**src/rtl/ide_mmio_pkg.sv**
```systemverilog
package ide_mmio_pkg;

   typedef enum logic [1:0] {
      SZ_BYTE = 2'd0,
      SZ_HALF = 2'd1,
      SZ_WORD = 2'd2,
      SZ_RSVD = 2'd3
   } acc_size_e;

   typedef enum logic [1:0] {
      RT_NONE = 2'd0,
      RT_TASK = 2'd1,
      RT_CTRL = 2'd2,
      RT_DATA = 2'd3
   } route_e;

   localparam int unsigned BUS_W = 32;

   function automatic logic [15:0] swap_half(input logic [15:0] v);
      return {v[7:0], v[15:8]};
   endfunction

   function automatic logic [31:0] swap_word(input logic [31:0] v);
      return {v[7:0], v[15:8], v[23:16], v[31:24]};
   endfunction

   function automatic logic [31:0] ones_for(input acc_size_e sz);
      case (sz)
         SZ_BYTE: return 32'h0000_00FF;
         SZ_HALF: return 32'h0000_FFFF;
         default: return 32'hFFFF_FFFF;
      endcase
   endfunction

endpackage

```
**src/rtl/ide_reg_decode.sv**
```systemverilog
module ide_reg_decode
   import ide_mmio_pkg::*;
#(
   parameter int IDX_W      = 8,
   parameter int TF_FIRST   = 1,
   parameter int TF_LAST    = 7,
   parameter int CTRL_IDX_A = 8,
   parameter int CTRL_IDX_B = 22,
   parameter int DATA_IDX   = 0
) (
   input  logic [IDX_W-1:0] idx,
   input  acc_size_e        size,
   output route_e           route,
   output logic [2:0]       tf_reg
);

   localparam logic [IDX_W-1:0] CA = IDX_W'(CTRL_IDX_A);
   localparam logic [IDX_W-1:0] CB = IDX_W'(CTRL_IDX_B);
   localparam logic [IDX_W-1:0] DI = IDX_W'(DATA_IDX);
   localparam logic [IDX_W-1:0] TF_LO = IDX_W'(TF_FIRST);
   localparam logic [IDX_W-1:0] TF_HI = IDX_W'(TF_LAST);

   logic in_tf;
   logic is_ctl;
   logic is_dat;

   always_comb begin
      in_tf  = (idx >= TF_LO) && (idx <= TF_HI);
      is_ctl = (idx == CA) || (idx == CB);
      is_dat = (idx == DI);
   end

   always_comb begin
      route  = RT_NONE;
      tf_reg = 3'd0;
      case (size)
         SZ_BYTE: begin
            if (in_tf) begin
               route  = RT_TASK;
               tf_reg = idx[2:0];
            end else if (is_ctl) begin
               route = RT_CTRL;
            end
         end
         SZ_HALF, SZ_WORD: begin
            if (is_dat) route = RT_DATA;
         end
         default: route = RT_NONE;
      endcase
   end

endmodule

```
**src/rtl/ide_data_lane.sv**
```systemverilog
module ide_data_lane
   import ide_mmio_pkg::*;
#(
   parameter bit SWAP_EN = 1'b1
) (
   input  acc_size_e   size,
   input  logic [31:0] din,
   output logic [31:0] dout
);

   logic [15:0] half_fmt;
   logic [31:0] word_fmt;

   generate
      if (SWAP_EN) begin : g_swap
         always_comb begin
            half_fmt = swap_half(din[15:0]);
            word_fmt = swap_word(din);
         end
      end else begin : g_pass
         always_comb begin
            half_fmt = din[15:0];
            word_fmt = din;
         end
      end
   endgenerate

   always_comb begin
      case (size)
         SZ_BYTE: dout = {24'h0, din[7:0]};
         SZ_HALF: dout = {16'h0, half_fmt};
         SZ_WORD: dout = word_fmt;
         default: dout = 32'h0;
      endcase
   end

endmodule

```
**src/rtl/ide_mmio_bridge.sv**
```systemverilog
module ide_mmio_bridge
   import ide_mmio_pkg::*;
#(
   parameter int ADDR_W      = 16,
   parameter int WIN_BITS    = 12,
   parameter int STRIDE_LOG2 = 4,
   parameter int TF_FIRST    = 1,
   parameter int TF_LAST     = 7,
   parameter int CTRL_IDX_A  = 8,
   parameter int CTRL_IDX_B  = 22,
   parameter int DATA_IDX    = 0,
   parameter bit SWAP_EN     = 1'b1
) (
   input  logic              clk,
   input  logic              rst,
   input  logic              h_req,
   input  logic              h_we,
   input  logic [1:0]        h_size,
   input  logic [ADDR_W-1:0] h_addr,
   input  logic [31:0]       h_wdata,
   output logic              h_ready,
   output logic [31:0]       h_rdata,
   output logic              d_tf_stb,
   output logic              d_ctl_stb,
   output logic              d_dat_stb,
   output logic              d_we,
   output logic [2:0]        d_reg,
   output logic              d_wide,
   output logic [31:0]       d_wdata,
   input  logic [31:0]       d_rdata,
   output bit                d_rst
);

   localparam int IDX_W = WIN_BITS - STRIDE_LOG2;

   generate
      if (ADDR_W <= WIN_BITS) begin : g_bad_addr
         $error("ADDR_W must exceed WIN_BITS");
      end
      if (IDX_W < 5) begin : g_bad_idx
         $error("index field too narrow for the control aliases");
      end
      if (TF_LAST > 7 || TF_FIRST < 1 || TF_FIRST > TF_LAST) begin : g_bad_tf
         $error("task-file range must lie inside 1..7");
      end
      if (CTRL_IDX_A >= (1 << IDX_W) || CTRL_IDX_B >= (1 << IDX_W)) begin : g_bad_ctl
         $error("control index outside the window");
      end
   endgenerate

   // address fields
   logic [IDX_W-1:0] idx;
   logic             unused_addr;

   always_comb begin
      idx         = h_addr[WIN_BITS-1:STRIDE_LOG2];
      unused_addr = ^{h_addr[ADDR_W-1:WIN_BITS], h_addr[STRIDE_LOG2-1:0]};
   end

   // decode
   acc_size_e  size_n;
   route_e     route_n;
   logic [2:0] reg_n;

   assign size_n = acc_size_e'(h_size);

   ide_reg_decode #(
      .IDX_W     (IDX_W),
      .TF_FIRST  (TF_FIRST),
      .TF_LAST   (TF_LAST),
      .CTRL_IDX_A(CTRL_IDX_A),
      .CTRL_IDX_B(CTRL_IDX_B),
      .DATA_IDX  (DATA_IDX)
   ) dec_i (
      .idx   (idx),
      .size  (size_n),
      .route (route_n),
      .tf_reg(reg_n)
   );

   // write-path formatting
   logic [31:0] wfmt;

   ide_data_lane #(.SWAP_EN(SWAP_EN)) wlane_i (
      .size(size_n),
      .din (h_wdata),
      .dout(wfmt)
   );

   // request stage
   logic        req_q;
   logic        we_q;
   acc_size_e   size_q;
   route_e      route_q;
   logic [2:0]  reg_q;
   logic [31:0] wdata_q;

   always_ff @(posedge clk) begin
      if (rst) begin
         req_q   <= 1'b0;
         we_q    <= 1'b0;
         size_q  <= SZ_BYTE;
         route_q <= RT_NONE;
         reg_q   <= 3'd0;
         wdata_q <= 32'h0;
      end else begin
         req_q <= h_req;
         if (h_req) begin
            we_q    <= h_we;
            size_q  <= size_n;
            route_q <= route_n;
            reg_q   <= reg_n;
            wdata_q <= (route_n != RT_NONE && h_we) ? wfmt : 32'h0;
         end
      end
   end

   // downstream reset pulse
   bit rst_seen_q;

   always_ff @(posedge clk) begin
      rst_seen_q <= rst;
      d_rst      <= rst && !rst_seen_q;
   end

   // downstream outputs
   logic live;

   always_comb begin
      live      = req_q && (route_q != RT_NONE);
      d_tf_stb  = req_q && (route_q == RT_TASK);
      d_ctl_stb = req_q && (route_q == RT_CTRL);
      d_dat_stb = req_q && (route_q == RT_DATA);
      d_we      = live && we_q;
      d_reg     = (route_q == RT_TASK) ? reg_q : 3'd0;
      d_wide    = (route_q == RT_DATA) && (size_q == SZ_WORD);
      d_wdata   = wdata_q;
   end

   // read-path formatting
   logic [31:0] rfmt;

   ide_data_lane #(.SWAP_EN(SWAP_EN)) rlane_i (
      .size(size_q),
      .din (d_rdata),
      .dout(rfmt)
   );

   always_comb begin
      h_ready = req_q;
      if (!req_q || we_q)
         h_rdata = 32'h0;
      else if (route_q == RT_NONE)
         h_rdata = ones_for(size_q);
      else
         h_rdata = rfmt;
   end

endmodule


```
**config.mk**
```make
export PLATFORM = sky130hd
export DESIGN_NAME = ide_mmio_bridge
export DESIGN_NICKNAME = d
export VERILOG_FILES = /design/src/rtl/ide_mmio_pkg.sv /design/src/rtl/ide_reg_decode.sv /design/src/rtl/ide_data_lane.sv /design/src/rtl/ide_mmio_bridge.sv
export SDC_FILE = /design/constraint.sdc
export NUM_CORES = 1
export LEC_CHECK = 0
export ABC_AREA = 1
export BUFFER_PORTS_ARGS = -buffer_cell sky130_fd_sc_hd__buf_2
export CORE_MARGIN = 2
export CORE_UTILIZATION = 41
export CTS_CLUSTER_SIZE = 30
export DETAILED_ROUTE_END_ITERATION = 12
export HOLD_SLACK_MARGIN = 0.15
export PLACE_DENSITY = 0.84
export SETUP_SLACK_MARGIN = 0.3
export SLEW_MARGIN = 5
export SYNTH_ARGS = -nofsm -noshare
export SYNTH_HDL_FRONTEND = slang
export SYNTH_SLANG_ARGS = --single-unit
```
**constraint.sdc**
```tcl
create_clock -name clk -period 1.12 [get_ports clk]
set_input_delay 0.056 -clock clk [delete_from_list [all_inputs] [get_ports clk]]
set_output_delay 0.056 -clock clk [all_outputs]
set_load 0.005 [all_outputs]
```
==> results of run 1 <==
-- logic make-up after synthesis --
family	synth area share, %
buf+inv	12.9
fa+ha+maj	1.65
simple gates	37.1
compound gates	20.0
flops	28.3
-- worst max-delay path by stage --
stage	depth (start not counted)	start	slack (ps)	end
after floorplan	10	h_size[1]	100	d_wdata[10]
after global placement	10	h_size[1]	-180	d_wdata[10]
after detailed placement	10	h_size[1]	-270	d_wdata[21]
after CTS	6	size_q[1]	-350	h_rdata[6]
after global routing	6	route_q[0]	-460	h_rdata[24]
final	5	route_q[0]	-420	h_rdata[6]
-- per-layer routing --
layer  up-vias  track usage, %  wire length [um]
met5         -               0                 0
met4         0            12.2               716
met3        73            6.79              1320
met2       338            50.2              6630
met1      1919            29.7              4640
li1       1840               -                 -
-- critical path, delay by kind of cell (launching register included) --
kind,cells,cell delay [ps]
buf+inv,3,390
flops,1,350
simple gates,1,220
compound gates,1,200
-- final cells by class --
class	count	area [sq um]
fillers	463	1870
inverters	51	256
flip-flops and latches	43	916
clock inverters	2	13.8
multi-input cells	328	2300
clock buffers	6	93.8
repair buffers	213	1640
well taps	99	124
-- through the flow --
| step | setup TNS [ps] | cell area, sq um | utilization, % |
|---|---|---|---|
| floorplan | 0 | 3380 | - |
| global placement | -5490 | 4330 | 60.0 |
| detailed placement | -7780 | 4330 | 60.0 |
| CTS | -11110 | 4870 | 67.5 |
| global route | -17310 | 5340 | 74.0 |
| finish | -14230 | 5340 | 74.0 |
-- flip-flops by register name, indices dropped and copies added (netlist names) --
name	count
size_q	2
d_wdata	32
route_q	2
rst_seen_q	1
reg_q	3
h_ready	1
we_q	1
d_rst	1
-- placed cells by master, fill, tap and decap left out, drive strengths merged --
cell,Yosys,final
inv,51,51
o21ai,8,8
nor3,3,3
a41oi,8,8
nand3,45,45
a211oi,1,1
dlymetal6s4s,0,1
a21oi,61,61
nor2,44,44
dlygate4sd3,0,5
ha,4,4
buf,16,206
nand2,145,145
nor4,1,1
clkinv,0,2
a221oi,8,8
dfxtp,43,43
clkbuf,14,7
-- power groups by stage --
stage | clock, uW | combinational, uW | sequential, uW
after floorplan | 0 | 458 | 1600
final | 1180 | 1040 | 1560
after CTS | 1160 | 907 | 1560
after detailed placement | 0 | 827 | 1600
after global routing | 1230 | 1100 | 1560
after global placement | 0 | 810 | 1600
-- repair_timing --
item / in CTS / in global routing
setup buffers: 7 / 12
gates cloned: 2 / 1
resized for setup: 73 / 94
hold buffers: 5 / 1
pin swaps: 19 / 23
endpoints found under the setup margin: 87 / 109
endpoints found under the hold margin: 28 / 16
==> flow_summary.toml, run 1 <==
[worst_hold_path]
min_to = "d_wdata[20]"
hold_path_depth = 5
min-delay-start = "h_wdata[12]"
hp-class = "in -> reg"

[synthesis]
synth_area_leaders = "dfxtp_1 28%, nand2_1 17%, nand3_2 9.9%"
synth-edff-count = 0
avgSynthCellArea_sq_um = 6.72
synth-seq-cells = 43
synth.distinct_cells = 25
synth.net_count = 542
ys_top_cells_by_count = "141 x nand2_1, 48 x inv_1, 43 x dfxtp_1"
syn_area_sq_um = 3040
synthArstFlopShare_pct = 0
ys.flop_type = "dfxtp_1"
synthCells = 452
synth-seq-area-share_pct = 28.3
ys_warn_count = 0
synth.most_common_cell = "nand2_1"
synth_top_area_share_pct = 28.3
yosysTopAreaCell = "dfxtp_1"

[setup_path]
r2r_slack_ps = 210
cp-start-kind = "register"
worstPathCellList = "nor2_4, inv_4, buf_12, a41oi_2, buf_2"
r2r_cells = 4
arrival_ps = 1490
end_kind = "output port"
cp_data_required_time_ps = 1060
cp_max_fo = 24
worst_r2r_startpoint = "route_q[1]"
path_class = "reg -> out"
cp_slowest_stage_delay_ps = 350
critPathSlowestCell = "dfxtp_2"
reg2reg_to = "route_q[1]"

[power_and_ir_drop]
leakagePower_uw = 0.00242
combPwrFrac_pct = 27.4
p_sw_share_pct = 32.9
power.internal_uw = 2540
vdd_drop_max_uv = 502
p_per_area_nw_per_um2 = 708
p_sw_uw = 1240
power_uw = 3780
p_seq_share_pct = 41.3
clock_power_share_pct = 31.3

[sta]
setup_slack_ps = -424
rsz0062_at_grt = "true"
report.final.slew_viol_count = 0
worst_pin_slew_ps = 348
min_period_over_period_pct = 138
hold_viol = 0
finClkSkew_ps = 5.89
fin_hold_ws_ps = 83.5
fmax_ghz = 0.648
relSlewSlack_pct = 76.8
setup_viol = 44
min_period_ps = 1540

[clock_tree]
htreeDepth = 2
root_buffer = "clkbuf_8"
clk_latency_ps = 310
cts.sinks = 43
tritoncts = "built"
cts_buffer_depth = 2
cts_made_buffers = 5
clkTransAtPathRegs_ps = 90

[floorplanning]
core_sq_um = 7210
dieArea_sq_um = 8120
die_w_um = 90.1
fp-row-count = 31
start_util_pct = 42.1
pin_count = 160
die_height_um = 90.1

[place]
dp_cells = 706
place_ws_ps = -273
port_buffers = 151
routabilityCongestion = 0.886
dp_hpwl_mm = 7.70

[cells_and_area]
syn2layout_area_growth_pct = 75.8
final_cells = 742
post_route_cells_drive_above_1_share_pct = 64.2
n_antenna_cell = 0
final_nets = 732

[route]
vias_per_cell = 5.62
drc_errors = 0
dr.pass1.iters = 5
ant_nets = 0
routed_wl_mm = 13.3
via_count = 4170
post_drt_wl_per_cell_um = 17.9
drt_iter0_drc = 338

[outcome]
status = "finished, violations left"
violations = "setup timing"

[grt]
grt_pass1_vias = 3865
antenna_found_initial = 0
grt_pass1_wl_mm = 18.5
grt_max_degree = 33
gr-total-overflow = 0
gr-usage-all-layers_pct = 27.4

[job]
max_cap_viol_count = 0
Power figures use the tool's default switching activity.
==> inputs of run 2 (changes only) <==
--- a/config.mk
+++ b/config.mk
@@ -11,9 +11,9 @@
 export CORE_UTILIZATION = 41
 export CTS_CLUSTER_SIZE = 30
 export DETAILED_ROUTE_END_ITERATION = 12
+export GPL_TIMING_DRIVEN = 0
 export HOLD_SLACK_MARGIN = 0.15
-export PLACE_DENSITY = 0.84
-export SETUP_SLACK_MARGIN = 0.3
+export PLACE_DENSITY = 0.88
 export SLEW_MARGIN = 5
 export SYNTH_ARGS = -nofsm -noshare
 export SYNTH_HDL_FRONTEND = slang
==> run 2 against run 1 <==
The flow still finishes with violations (setup timing). Global-route usage increased by 2.2 points. Total power decreased by 3.9%. Clock power decreased by 15%. Clock-buffer cell count decreased by 1. Clock skew decreased by 4.8 ps. Via count increased by 1.7%. Worst setup slack got worse by 39 ps. Non-clock buffer count increased by 26. Sequential power about the same. Critical path type unchanged. Critical endpoint is now h_rdata[3]. Highest routed layer unchanged.
==> flow_summary.toml, run 2 (synthesis gave the netlist of run 1 again) <==
[place]
dp_hpwl_mm = 8.23
dp_cells = 701
port_buffers = 150
dpl-instance-area_sq_um = 3930
routabilityCongestion = 1.00

[sta]
min_period_over_period_pct = 141
relSlewSlack_pct = 49.1
worst_pin_slew_ps = 764
rsz0062_at_grt = "true"
finClkSkew_ps = 1.13
min_period_ps = 1580
hold_viol = 0
setup_viol = 57
setup_slack_ps = -463
report.final.slew_viol_count = 0
fmax_ghz = 0.632

[floorplanning]
start_util_pct = 42.1
die_height_um = 90.1
dieArea_sq_um = 8120
core_sq_um = 7210
die_w_um = 90.1
fp-row-count = 31
pin_count = 160

[cells_and_area]
largest_register_ffs = 32
fillers = 498
post_route_cells_drive_above_1_share_pct = 54.9
final_nets = 759
mostFrequentLayoutCell = "buf_2"
final_cells = 770
final_cell_mix = "145 x buf_2, 124 x nand2_1, 47 x a21oi_2"
fin_area_sq_um = 5210
syn2layout_area_growth_pct = 71.6

[power_and_ir_drop]
leakagePower_uw = 0.00237
vdd_drop_max_uv = 653
power_uw = 3630
p_per_area_nw_per_um2 = 697

[setup_path]
end_kind = "output port"
cp_data_required_time_ps = 1060
cp-start-kind = "register"
arrival_ps = 1530
cp_max_fo = 10
path_class = "reg -> out"
r2r_slack_ps = 230

[clock_tree]
clkTransAtPathRegs_ps = 90
cts_buffer_depth = 2
htreeDepth = 2
clk_latency_ps = 290
cts_made_buffers = 5
cts.sinks = 43
tritoncts = "built"
root_buffer = "clkbuf_8"

[job]
max_cap_viol_count = 0

[route]
drt_iter0_drc = 242
drc_errors = 0
routed_wl_mm = 13.7
post_drt_wl_per_cell_um = 17.7
dr.pass1.iters = 6
vias_per_cell = 5.51
ant_nets = 0
via_count = 4240

[grt]
gr-total-overflow = 0
grt_max_degree = 15
grt_pass1_vias = 4074
gr-usage-all-layers_pct = 29.6
grt_pass1_wl_mm = 19.5
antenna_found_initial = 0

[worst_hold_path]
hp-class = "in -> reg"

[outcome]
status = "finished, violations left"
violations = "setup timing"
## run 2: cell count changes in the layout (fill, tap and decap cells not counted), moves of 7 or more
cell,delta
dfxtp_2,-34
buf_4,-7
dfxtp_1,+33
dlygate4sd3_1,+25
clkbuf_1,+7
buf_2,+18
buf_6,-13
## run 2: final cells by class
class | instances | area (sq um) | share of cell area, %
multi-input cells | 329 | 2200 | 42.2
diodes | 1 | 2.50 | 0.0480
flip-flops and latches | 43 | 877 | 16.8
plain buffers | 27 | 240 | 4.61
well taps | 99 | 124 | 2.38
inverters | 51 | 214 | 4.10
clock buffers | 5 | 68.8 | 1.32
repair buffers | 212 | 1470 | 28.2
clock inverters | 3 | 20.0 | 0.384
## run 2: report_power, final
| group | total [uW] | switching (uW) | internal (uW) |
|---|---|---|---|
| logic | 1070 | 617 | 450 |
| clock network | 1000 | 570 | 435 |
| registers | 1560 | 20.6 | 1540 |
| total | 3630 | 1210 | 2430 |
## run 2: per-layer routing
layer | track usage (%) | share of wire, % | vias to the layer above
met2 | 56.1 | 50 | 379
li1 | - | - | 1897
met1 | 29.7 | 33 | 1871
met3 | 6.37 | 9.5 | 93
met5 | 0 | 0 | -
met4 | 16.8 | 7.3 | 0
## run 2: path summary, 6_finish.rpt
kind	startpoint	endpoint	depth (start not counted)
worst min-delay path	h_wdata[16]	d_wdata[8]	5
worst max register to register	size_q[1]	size_q[1]	3
worst min register to register	rst_seen_q	d_rst	1
worst max-delay path	size_q[1]	h_rdata[3]	6
## run 2: repair_timing
action                     4_1_cts  5_1_grt
gates resized for setup         87       82
pin swaps                        8       22
hold buffers                    30        0
hold endpoints to repair        32        0
setup endpoints to repair       58       62
gates cloned                     4        3
setup buffers                   17        9
## run 2: through the flow
| step | utilization, % | hold slack (ps) | setup WS, ps | setup TNS [ps] |
|---|---|---|---|---|
| floorplan | - | 83.7 | -4.26 | -32.5 |
| global placement | 54.4 | 174 | -403 | -16940 |
| detailed placement | 54.4 | 176 | -440 | -19520 |
| CTS | 66.9 | 154 | -400 | -12320 |
| global route | 72.2 | 179 | -483 | -17080 |
| finish | 72.3 | 171 | -463 | -14110 |
## run 2: worst max-delay path, cell delays in order (launching register included)
cell	delay [ps]
dfxtp_4	370
inv_4	50
nor2_4	170
buf_6	200
nand2_2	80
a41oi_2	200
buf_2	160
==> inputs of run 3 (changes only) <==
--- a/config.mk
+++ b/config.mk
@@ -7,7 +7,6 @@
 export LEC_CHECK = 0
 export ABC_AREA = 1
 export BUFFER_PORTS_ARGS = -buffer_cell sky130_fd_sc_hd__buf_2
-export CORE_MARGIN = 2
 export CORE_UTILIZATION = 41
 export CTS_CLUSTER_SIZE = 30
 export DETAILED_ROUTE_END_ITERATION = 12
==> run 3 against run 2 <==
The run still ends with setup timing left. Worst setup slack got worse by 16 ps. Sequential cell count did not move. First-iteration DRC count fell by 14%. Non-clock buffer count up 2. Design area fell by 1.5%. Clock skew grew 1.0 ps. Clock power about the same. Critical path depth unchanged. Total power increased by 0.72%. Register-to-register slack lost 130 ps. Via count fell by 1.5%. Largest cell class unchanged. Largest power group unchanged.
==> flow_summary.toml, run 3 (synthesis gave the netlist of run 1 again) <==
[place]
routabilityCongestion = 0.929
port_buffers = 150
dp_hpwl_mm = 7.77
dpl-instance-area_sq_um = 3930
place_ws_ps = -405

[cells_and_area]
fillers = 514
fin_area_sq_um = 5130
syn2layout_area_growth_pct = 69.0
largest_register_ffs = 32
post_route_cells_drive_above_1_share_pct = 51.9
n_antenna_cell = 0
multiInputGateArea_sq_um = 2170
final_cell_mix = "152 x buf_2, 125 x nand2_1, 40 x inv_1"
final_nets = 761
mostFrequentLayoutCell = "buf_2"
ff_latch_area_sq_um = 877

[clock_tree]
clkTransAtPathRegs_ps = 80
root_buffer = "clkbuf_8"
clk_latency_ps = 290
cts_buffer_depth = 2
htreeDepth = 2
cts_made_buffers = 5
cts.sinks = 43
tritoncts = "built"

[setup_path]
arrival_ps = 1540
r2r_slack_ps = 100
cp_data_required_time_ps = 1060
path_class = "reg -> out"
end_kind = "output port"
cp_max_fo = 10
cp-start-kind = "register"

[grt]
grt_pass1_vias = 3997
gr-usage-all-layers_pct = 33.6
grt_pass1_wl_mm = 19.6
antenna_found_initial = 0
gr-total-overflow = 0
grt_max_degree = 16

[sta]
fmax_ghz = 0.625
relSlewSlack_pct = 47.4
worst_pin_slew_ps = 789
hold_viol = 0
setup_viol = 40
setup_slack_ps = -480
rsz0062_at_grt = "true"
report.final.slew_viol_count = 0
min_period_ps = 1600
finalSetupTns_ps = -14480
min_period_over_period_pct = 143
finClkSkew_ps = 2.13

[floorplanning]
pin_count = 160
die_w_um = 88.1
die_height_um = 88.1
start_util_pct = 42.1
core_sq_um = 7210
fp-row-count = 31
dieArea_sq_um = 7760

[job]
max_cap_viol_count = 0

[route]
ant_nets = 0
routed_wl_mm = 13.4
drt_iter0_drc = 208
dr.pass1.iters = 5
post_drt_wl_per_cell_um = 17.4
vias_per_cell = 5.42
via_count = 4178
drc_errors = 0

[power_and_ir_drop]
leakagePower_uw = 0.00239
vdd_drop_max_uv = 677
p_per_area_nw_per_um2 = 713

[outcome]
violations = "setup timing"
status = "finished, violations left"

[worst_hold_path]
hp-class = "in -> reg"
run 3: layout make-up:
cell class | count | share of cell area (%)
Multi-Input combinational cell | 329 | 42.3
Timing Repair Buffer | 212 | 26.7
Sequential cell | 43 | 17.1
Buffer | 29 | 5.43
Inverter | 51 | 4.31
Tap cell | 99 | 2.41
Clock buffer | 5 | 1.34
Clock inverter | 3 | 0.463
run 3: path summary, 6_finish.rpt:
| path | start | to | cells after the start |
|---|---|---|---|
| setup / recovery | size_q[1] | h_rdata[0] | 6 |
| hold / removal | h_req | size_q[1] | 3 |
| setup reg to reg | route_q[0] | route_q[0] | 5 |
| hold reg to reg | rst_seen_q | d_rst | 1 |
run 3: what timing repair did:
item	in CTS	in global routing
cloned	5	1
buffers inserted	18	12
setup endpoints to repair	55	70
hold buffers	31	0
endpoints found under the hold margin	33	0
gates resized for setup	100	51
pin swaps	15	16
run 3: stage by stage:
stage,total power [uW],utilization [%],hold WS [ps],std cells
after floorplan,1970,-,83.7,452
after global placement,2270,54.4,173,701
after detailed placement,2280,54.4,175,701
after CTS,3520,67.5,177,762
after global routing,3820,71.2,219,771
final,3660,71.2,196,771
run 3: per-layer routing:
layer	GRT usage, %	share of wire (%)	vias up
met2	62.4	51	300
met4	19.1	5.7	0
met5	0	0	-
li1	-	-	1899
met1	33.5	35	1909
met3	9.24	9.2	70
run 3: report_power, final:
part           internal [uW]  switching (uW)
combinational            453             615
sequential              1540            20.3
clock                    446             584
total                   2440            1220
run 3: worst max-delay path, cell delays in order, from the launching register on:
cell     delay, ps
dfxtp_4        380
inv_6           50
nor2_4         190
buf_6          200
nand2_1         90
a41oi_2        190
buf_2          150
